## src/rtl/ledmode_pkg.sv

```systemverilog
package ledmode_pkg;

  typedef enum logic {
    MODE_SCROLL = 1'b0,
    MODE_TOGGLE = 1'b1
  } ledMode_e;

  typedef struct packed {
    logic stepScroll;
    logic restartScroll;
    logic applyFlips;
    logic showToggle;
  } ctrlStrobes_t;

endpackage

```

## src/rtl/ledmode_ctrl.sv

```systemverilog
module ledmode_ctrl
  import ledmode_pkg::*;
#(
  parameter int NUM_LEDS       = 4,
  parameter int STEP_CYCLES    = 832_500,
  parameter int TIMEOUT_CYCLES = 16_650_000,
  localparam int TIMER_W       = $clog2(TIMEOUT_CYCLES + 1),
  localparam int STEP_W        = $clog2(STEP_CYCLES + 1)
) (
  input  logic                clk,
  input  logic                rstN,
  input  logic [NUM_LEDS-1:0] pressPulse,
  output ctrlStrobes_t        strobes,
  output logic [TIMER_W-1:0]  timerVal,
  output logic                inToggle
);

  localparam logic [STEP_W-1:0]  STEP_LAST    = STEP_W'(STEP_CYCLES - 1);
  localparam logic [TIMER_W-1:0] TIMEOUT_LAST = TIMER_W'(TIMEOUT_CYCLES - 1);

  ledMode_e          modeReg, modeNext;
  logic [STEP_W-1:0] stepCnt, stepNext;
  logic [TIMER_W-1:0] timerReg, timerNext;
  logic              anyPress;
  logic              stepDue;
  logic              timeoutDue;

  assign anyPress   = |pressPulse;
  assign stepDue    = (stepCnt == STEP_LAST);
  assign timeoutDue = (timerReg == TIMEOUT_LAST);

  always_comb begin
    modeNext  = modeReg;
    stepNext  = stepCnt;
    timerNext = timerReg;
    strobes   = '0;
    strobes.showToggle = (modeReg == MODE_TOGGLE);
    unique case (modeReg)
      MODE_SCROLL: begin
        timerNext = '0;
        if (anyPress) begin
          modeNext = MODE_TOGGLE;
          stepNext = '0;
        end else if (stepDue) begin
          stepNext = '0;
          strobes.stepScroll = 1'b1;
        end else begin
          stepNext = stepCnt + 1'b1;
        end
      end
      MODE_TOGGLE: begin
        stepNext = '0;
        if (anyPress) begin
          timerNext = '0;
          strobes.applyFlips = 1'b1;
        end else if (timeoutDue) begin
          modeNext  = MODE_SCROLL;
          timerNext = '0;
          strobes.restartScroll = 1'b1;
        end else begin
          timerNext = timerReg + 1'b1;
        end
      end
      default: modeNext = MODE_SCROLL;
    endcase
  end

  always_ff @(posedge clk or negedge rstN) begin
    if (!rstN) begin
      modeReg  <= MODE_SCROLL;
      stepCnt  <= '0;
      timerReg <= '0;
    end else begin
      modeReg  <= modeNext;
      stepCnt  <= stepNext;
      timerReg <= timerNext;
    end
  end

  assign timerVal = timerReg;
  assign inToggle = (modeReg == MODE_TOGGLE);

endmodule

```

## src/rtl/ledmode_datapath.sv

```systemverilog
module ledmode_datapath
  import ledmode_pkg::*;
#(
  parameter int NUM_LEDS = 4
) (
  input  logic                clk,
  input  logic                rstN,
  input  ctrlStrobes_t        strobes,
  input  logic [NUM_LEDS-1:0] pressPulse,
  input  logic                scrollDown,
  input  logic                selExt,
  input  logic [NUM_LEDS-1:0] swBits,
  input  logic [NUM_LEDS-1:0] btnBits,
  output logic [NUM_LEDS-1:0] ledOut,
  output logic [NUM_LEDS-1:0] toggleState
);

  localparam logic [NUM_LEDS-1:0] SCROLL_HOME = NUM_LEDS'(1);

  logic [NUM_LEDS-1:0] scrollReg;
  logic [NUM_LEDS-1:0] scrollUp, scrollDn;
  logic [NUM_LEDS-1:0] toggleReg;

  assign scrollUp = {scrollReg[NUM_LEDS-2:0], scrollReg[NUM_LEDS-1]};
  assign scrollDn = {scrollReg[0], scrollReg[NUM_LEDS-1:1]};

  always_ff @(posedge clk or negedge rstN) begin
    if (!rstN) begin
      scrollReg <= SCROLL_HOME;
    end else if (strobes.restartScroll) begin
      scrollReg <= SCROLL_HOME;
    end else if (strobes.stepScroll) begin
      scrollReg <= scrollDown ? scrollDn : scrollUp;
    end
  end

  for (genvar i = 0; i < NUM_LEDS; i++) begin : g_led
    always_ff @(posedge clk or negedge rstN) begin
      if (!rstN) begin
        toggleReg[i] <= 1'b0;
      end else if (strobes.applyFlips && pressPulse[i]) begin
        toggleReg[i] <= ~toggleReg[i];
      end
    end

    logic internalBit;
    assign internalBit = strobes.showToggle ? toggleReg[i] : scrollReg[i];
    assign ledOut[i]   = selExt ? (swBits[i] ^ btnBits[i]) : internalBit;
  end

  assign toggleState = toggleReg;

endmodule

```

## src/rtl/ledmode_top.sv

```systemverilog
module ledmode_top
  import ledmode_pkg::*;
#(
  parameter int NUM_LEDS       = 4,
  parameter int STEP_CYCLES    = 832_500,
  parameter int TIMEOUT_CYCLES = 16_650_000
) (
  input  logic                clk,
  input  logic                rstN,
  input  logic [NUM_LEDS-1:0] pressPulse,
  input  logic                scrollDown,
  input  logic                selExt,
  input  logic [NUM_LEDS-1:0] swBits,
  input  logic [NUM_LEDS-1:0] btnBits,
  output logic [NUM_LEDS-1:0] ledOut,
  output logic [NUM_LEDS-1:0] toggleState,
  output logic [3:0]          timerHigh
);

  localparam int TIMER_W = $clog2(TIMEOUT_CYCLES + 1);

  ctrlStrobes_t       strobes;
  logic [TIMER_W-1:0] timerVal;
  logic               inToggleMode;

  ledmode_ctrl #(
    .NUM_LEDS      (NUM_LEDS),
    .STEP_CYCLES   (STEP_CYCLES),
    .TIMEOUT_CYCLES(TIMEOUT_CYCLES)
  ) u_ctrl (
    .clk       (clk),
    .rstN      (rstN),
    .pressPulse(pressPulse),
    .strobes   (strobes),
    .timerVal  (timerVal),
    .inToggle  (inToggleMode)
  );

  ledmode_datapath #(
    .NUM_LEDS(NUM_LEDS)
  ) u_dp (
    .clk        (clk),
    .rstN       (rstN),
    .strobes    (strobes),
    .pressPulse (pressPulse),
    .scrollDown (scrollDown),
    .selExt     (selExt),
    .swBits     (swBits),
    .btnBits    (btnBits),
    .ledOut     (ledOut),
    .toggleState(toggleState)
  );

  assign timerHigh = timerVal[TIMER_W-1 -: 4];

endmodule

```

## config.mk

```make
export PLATFORM = sky130hd
export DESIGN_NAME = ledmode_top
export DESIGN_NICKNAME = d
export VERILOG_FILES = /design/src/rtl/ledmode_pkg.sv /design/src/rtl/ledmode_ctrl.sv /design/src/rtl/ledmode_datapath.sv /design/src/rtl/ledmode_top.sv
export SDC_FILE = /design/constraint.sdc
export NUM_CORES = 1
export LEC_CHECK = 0
export ABC_AREA = 1
export BUFFER_PORTS_ARGS = -buffer_cell sky130_fd_sc_hd__buf_2
export CAP_MARGIN = 20
export CORE_MARGIN = 4
export CORE_UTILIZATION = 54
export CTS_CLUSTER_SIZE = 24
export DETAILED_ROUTE_END_ITERATION = 10
export PLACE_DENSITY = 0.76
export SYNTH_ARGS = -nofsm -noshare
export SYNTH_HDL_FRONTEND = slang
export SYNTH_SLANG_ARGS = --single-unit
```

## constraint.sdc

```tcl
create_clock -name clk -period 1.5 [get_ports clk]
set_input_delay 0.225 -clock clk [delete_from_list [all_inputs] [get_ports clk]]
set_output_delay 0.225 -clock clk [all_outputs]
set_load 0.05 [all_outputs]
```

* Word level (Yosys, flattened, before mapping)
Index checks and enable logic that the tools add are counted.
** Word-level totals
- Flip-flop bits (word level) :: 53
- Input bits :: 16
** Cells by class
- $add $sub $neg :: 2
- Equality and inequality tests :: 2
- Multiplexer cells :: 27
- Bitwise gates (word level) :: 9
- Reductions and logical operators :: 6
** Operators with widths (count)
- 24-bit two-way mux :: 2
- 24-bit one-hot mux with 2 select lines :: 1
- 20-bit two-way mux :: 2
- 20-bit one-hot mux with 2 select lines :: 1
- 24-bit by 1-bit adder with 24-bit output, second input constant :: 1
- 24-bit == test, second input constant :: 1
- 20-bit by 1-bit adder with 20-bit output, second input constant :: 1
- 20-bit == test, second input constant :: 1
- 1-bit two-way mux :: 16
- 4-bit two-way mux :: 3
- 1-bit inverter :: 5
- 1-bit logical AND :: 4
- 4-bit OR reduction :: 1
- 1-bit bitwise XOR :: 4
- 2-bit two-way mux :: 1
- 1-bit one-hot mux with 2 select lines :: 1
- 2-bit nonzero test :: 1

* Longest topological paths before layout
- Word-level depth :: 6
- Mapped depth :: 10
- Depth with buffers taken out :: 10

* By module
From an unflattened synthesis, not the netlist that was laid out.
** Second synthesis, totals
- Cell total of the unflattened synthesis :: 425
- Area, all modules :: 3091.7 µm²
** Modules (own cells, without submodules)
- ledmode_ctrl :: times used 1, cells each 339, area an instance 2558.7 µm², sequential area each 1126.1 µm²
- ledmode_datapath :: times used 1, cells each 86, area an instance 533.0 µm², sequential area each 201.4 µm²

* Worst setup path after synthesis
Ideal clock, no wire load.
- Path type :: reg2out
- From :: register u_ctrl.modeReg, in the netlist u_ctrl.inToggle
- To :: output ledOut[0]
- Data arrival time :: 1.709 ns
- Required time :: 1.275 ns
- Slack :: -0.434 ns
- Cell stages (with the launch flop) :: 5
- Buffers on the path :: 2
- Cells stage by stage :: dfrtp_1 -> clkbuf_1 -> clkbuf_1 -> nor2_1 -> o22ai_1
** On the way
- Word-level cells in the longest chain between the ends :: 2
** Ends and longest elaborated chain
- start, declared :: line ledmode_ctrl.sv:21 : ledMode_e modeReg, modeNext;
- start signal, assigned :: line ledmode_ctrl.sv:74 : modeReg <= modeNext;
- 1-bit two-way mux :: line ledmode_datapath.sv:47 : assign internalBit = strobes.showToggle ? toggleReg[i] : scrollReg[i];
- 1-bit two-way mux :: line ledmode_datapath.sv:48 : assign ledOut[i] = selExt ? (swBits[i] ^ btnBits[i]) : internalBit;
- end, declared :: line ledmode_top.sv:15 : output logic [NUM_LEDS-1:0] ledOut,
Every way passes these cells.

* Worst setup path in the final report
- From :: register u_ctrl.timerReg[10], in the netlist u_ctrl.timerVal[10]
- To :: register u_dp.scrollReg[0]
** On the way
- Word-level cells in the longest chain between the ends :: 5
- Elaborated cells on any way between the ends :: 6
- Classes of those cells :: 1 x eq/ne; 4 x mux; 1 x reduce/logical
** Ends and longest elaborated chain
- start, declared :: line ledmode_ctrl.sv:23 : logic [TIMER_W-1:0] timerReg, timerNext;
- start signal, assigned :: line ledmode_ctrl.sv:76 : timerReg <= timerNext;
- 24-bit == test * :: line ledmode_ctrl.sv:30 : assign timeoutDue = (timerReg == TIMEOUT_LAST);
- 1-bit two-way mux * :: line ledmode_ctrl.sv:56 : end else if (timeoutDue) begin
- 1-bit two-way mux * :: line ledmode_ctrl.sv:53 : if (anyPress) begin
- 2-bit two-way mux * :: line ledmode_ctrl.sv:38 : unique case (modeReg)
- 4-bit two-way mux / 2-bit nonzero test (equally long branches)
- end signal, assigned :: line ledmode_datapath.sv:33 : scrollReg <= scrollDown ? scrollDn : scrollUp;
- end, declared :: line ledmode_datapath.sv:20 : logic [NUM_LEDS-1:0] scrollReg;
Mark *: on every way between the ends. The rest lies on a longest branch, timed or not.
A chain may end at the register's enable or synchronous reset.

==> results.md <==
- CP Max Fanout: 8
- Critical path type: flip-flop to flip-flop
- Worst hold slack: 152 ps
- Hold Crit Class: primary input to flip-flop
- # DRC: 0
- Diodes inserted: 0
- Initial core utilization: 56.6%
- Fin. Hold Viols: 0
- Share of layout cells above drive strength 1: 35.5%
- Worst Setup SP: u_ctrl.timerVal[10]
- Final ANT Viol Nets: 0
- Result of the run: complete, but fails checks
- CTS Buf Count: 5
- Core ar.: 5610 sq um
- Initial DRT Pass Iterations: 5
- First-pass GRT wire length: 12600 microns
- Number of fill cells: 334
- Initial antenna violation count: 0
- Via count: 3176
- Total GRT Usage: 20.9%
- Yosys top cell area share: 41.0%
- Post-Syn Area: 3180 sq um
- Final worst slack: -91.0 ps
- Final WL: 8960 microns
- Final worst path period share: 106%
- Port Buffers: 27
- Pwr Density: 738 nW/um^2
- Largest net degree at the start of global routing: 54
- Critical path cell sequence: nand2_1 > nor2_1 > nand3_1 > nor2_2 > nand4_4 > nand2_1 > nand2_1 > nand2_1
- Fmax: 629 MHz
- DP Area: 3620 sq um
- Placer congestion estimate: 0.886
- Worst VDD drop: 0.000645 V
- Ports: 28
- Count of pins over their slew limit: 0
- CTS tree: built
- Clock Pin Slew Worst Setup and Hold Paths: 110 ps
- R2R cell count: 8
- Root Buffer Master: clkbuf_8
- Worst path max stage delay: 410 ps
- Unrepaired setup endpoints after global routing: true
- Initial DRC count: 301
- Failing checks: setup timing
- Synth warnings: 0
- Count leader, synth: nor2_1
- Most frequent CP cell: nand2_1
- Register bit total from synthesis: 53
- Chip Width: 84.7 microns
- Max Buffers Root-to-Sink: 2
- Arr. time, crit path: 1860 ps
- Reg2reg end: u_dp.scrollReg[0]
- Clock sinks: 53
- EDFF count, synth: 0
- Routed WL per cell: 15.8 microns
- GR Overflow Total: 0
- Nets: 513
- Main flop type after synthesis: dfrtp_1
- Clock Latency Late Sink: 320 ps
- HPWL after DPL: 5130 microns
- Synth unique cells: 32
- Register area share after synthesis: 41.8%
- Die ar.: 7170 sq um
- # H-tree levels: 2
- Leak: 0.00180 uW
- Slew headroom: 79.1%
- Syn Inst Count: 427
- Mapped Nets: 445
- Setup Viol. Count Final: 27
- Average size of a mapped cell: 7.44 sq um
- CP Launch Type: flip-flop
- Final Cell Area: 4280 sq um
- Setup crit end: u_dp.scrollReg[0]
- Req. time, crit path: 1770 ps
- Min Clock Period, post-route: 1590 ps
- Synthesis-to-finish area growth: 34.8%
- Final cell utilization of the core: 76.3%
- Vert. Die Dim: 84.7 microns
- Worst Setup End Kind: flip-flop
- Top cells by count, synth: 98 x nor2_1, 96 x nand2_1, 52 x dfrtp_1, 44 x inv_1, 27 x nand3_1
- Max Cap Viol: 0
- Post-Route Skew: 16.7 ps
- Number of global-route vias before repair: 2848
- Worst path slowest cell: dfrtp_1
- RR Startpoint: u_ctrl.timerVal[10]
- Cell Rows: 27
- R2R setup slack: -90 ps
- Synth area leaders: dfrtp_1 41%, nor2_1 12%, nand2_1 11%, inv_1 5.2%, nand3_1 4.3%
- Async SR Flop Fraction: 100%
- Largest area contributor in the netlist: dfrtp_1
- Vias per Instance: 5.59
- Actual slew at the worst max-slew pin: 313 ps
[area by class of cell]
class / instances / area [sq um] / share of cell area [%]
clock inverter: 2 / 13.8 / 0.321
sequential: 53 / 1340 / 31.2
inverter: 46 / 178 / 4.15
clock buffer: 6 / 82.6 / 1.93
multi-input combinational: 320 / 2000 / 46.6
tap: 72 / 90.1 / 2.10
timing repair buffer: 69 / 586 / 13.7
[layout by cell type, fill, tap and decap left out, types with 4 or more instances in the layout]
cell type,netlist,final
nand2_1,96,88
nor2_1,98,74
dfrtp_1,52,45
inv_1,44,40
buf_4,4,29
buf_2,1,23
nor2_2,8,20
nand3_1,27,20
nor2_4,4,16
xnor2_1,12,12
buf_6,1,10
nand2_2,2,9
xor2_1,10,9
nor3_1,13,9
nand4_1,8,8
nand3_2,4,8
dfrtp_2,0,7
clkbuf_8,0,6
nand3_4,2,5
nor3b_2,2,5
o21ai_0,12,5
a21oi_1,4,4
inv_2,2,4
o21ai_2,0,4
o22ai_4,0,4
buf_12,0,4
[worst max-delay path: cells and delay by family, from the launching register on]
family | cells | cell delay, ps
and+or+nand+nor | 8 | 1140
DFF | 1 | 410
[state kept, by name, indices dropped and copies added (netlist names)]
signal,flops
u_dp.toggleState,4
u_dp.scrollReg,4
u_ctrl.timerVal,24
u_ctrl.inToggle,1
u_ctrl.stepCnt,20
[logic make-up after synthesis]
family / share of synthesized area, %
DFF: 41.8
muxes: 0.709
and+or+nand+nor: 40.2
buffers and inverters: 7.13
adders and majority gates: 0.788
AOI/OAI and AO/OA: 3.31
xor gates and xnor gates: 6.07
[metrics by stage]
step / total power [uW] / worst slack (ps) / setup TNS, ps / instances
finish: 3160 / -91.0 / -1240 / 568
global route: 3270 / -233 / -3510 / 568
CTS: 3130 / -21.8 / -84.3 / 553
detailed placement: 2230 / -44.7 / -102 / 541
global placement: 2220 / 29.9 / 0 / 541
floorplan: 2050 / 50.2 / 0 / 427
[layer usage]
layer	up-vias	share of wire (%)	wire length (microns)	global-route usage (%)
li1	1477	-	-	-
met1	1497	41	3700	27.7
met2	170	49	4410	35.7
met3	32	6.7	597	3.83
met4	0	2.8	252	4.75
met5	-	0	0	0
[repair_timing]
item,in CTS,in global routing
pin swaps,1,28
hold endpoints to repair,52,0
resized for setup,26,82
gates cloned,0,3
hold buffers,1,0
setup buffers,3,12
setup endpoints to repair,13,52
[where the power goes]
group	total, uW	internal (uW)	switching [uW]	leakage (uW)
clock	877	376	501	0.0000512
sequential	1570	1500	69.8	0.000713
combinational	720	243	477	0.00103
total	3160	2110	1050	0.00180
[worst min-delay path by stage]
stage          slack (ps)  cells after the start          start                  end
4_1_cts               160                      3  pressPulse[0]  u_dp.toggleState[0]
3_5_place_dp          240                      2           rstN  u_ctrl.timerVal[14]
6_report              150                      3  pressPulse[1]  u_dp.toggleState[1]
2_1_floorplan         -70                      0           rstN      u_ctrl.inToggle
3_3_place_gp          240                      2           rstN  u_ctrl.timerVal[14]
5_1_grt               180                      3  pressPulse[1]  u_dp.toggleState[1]
No activity file was read; power rests on OpenSTA's default activity.
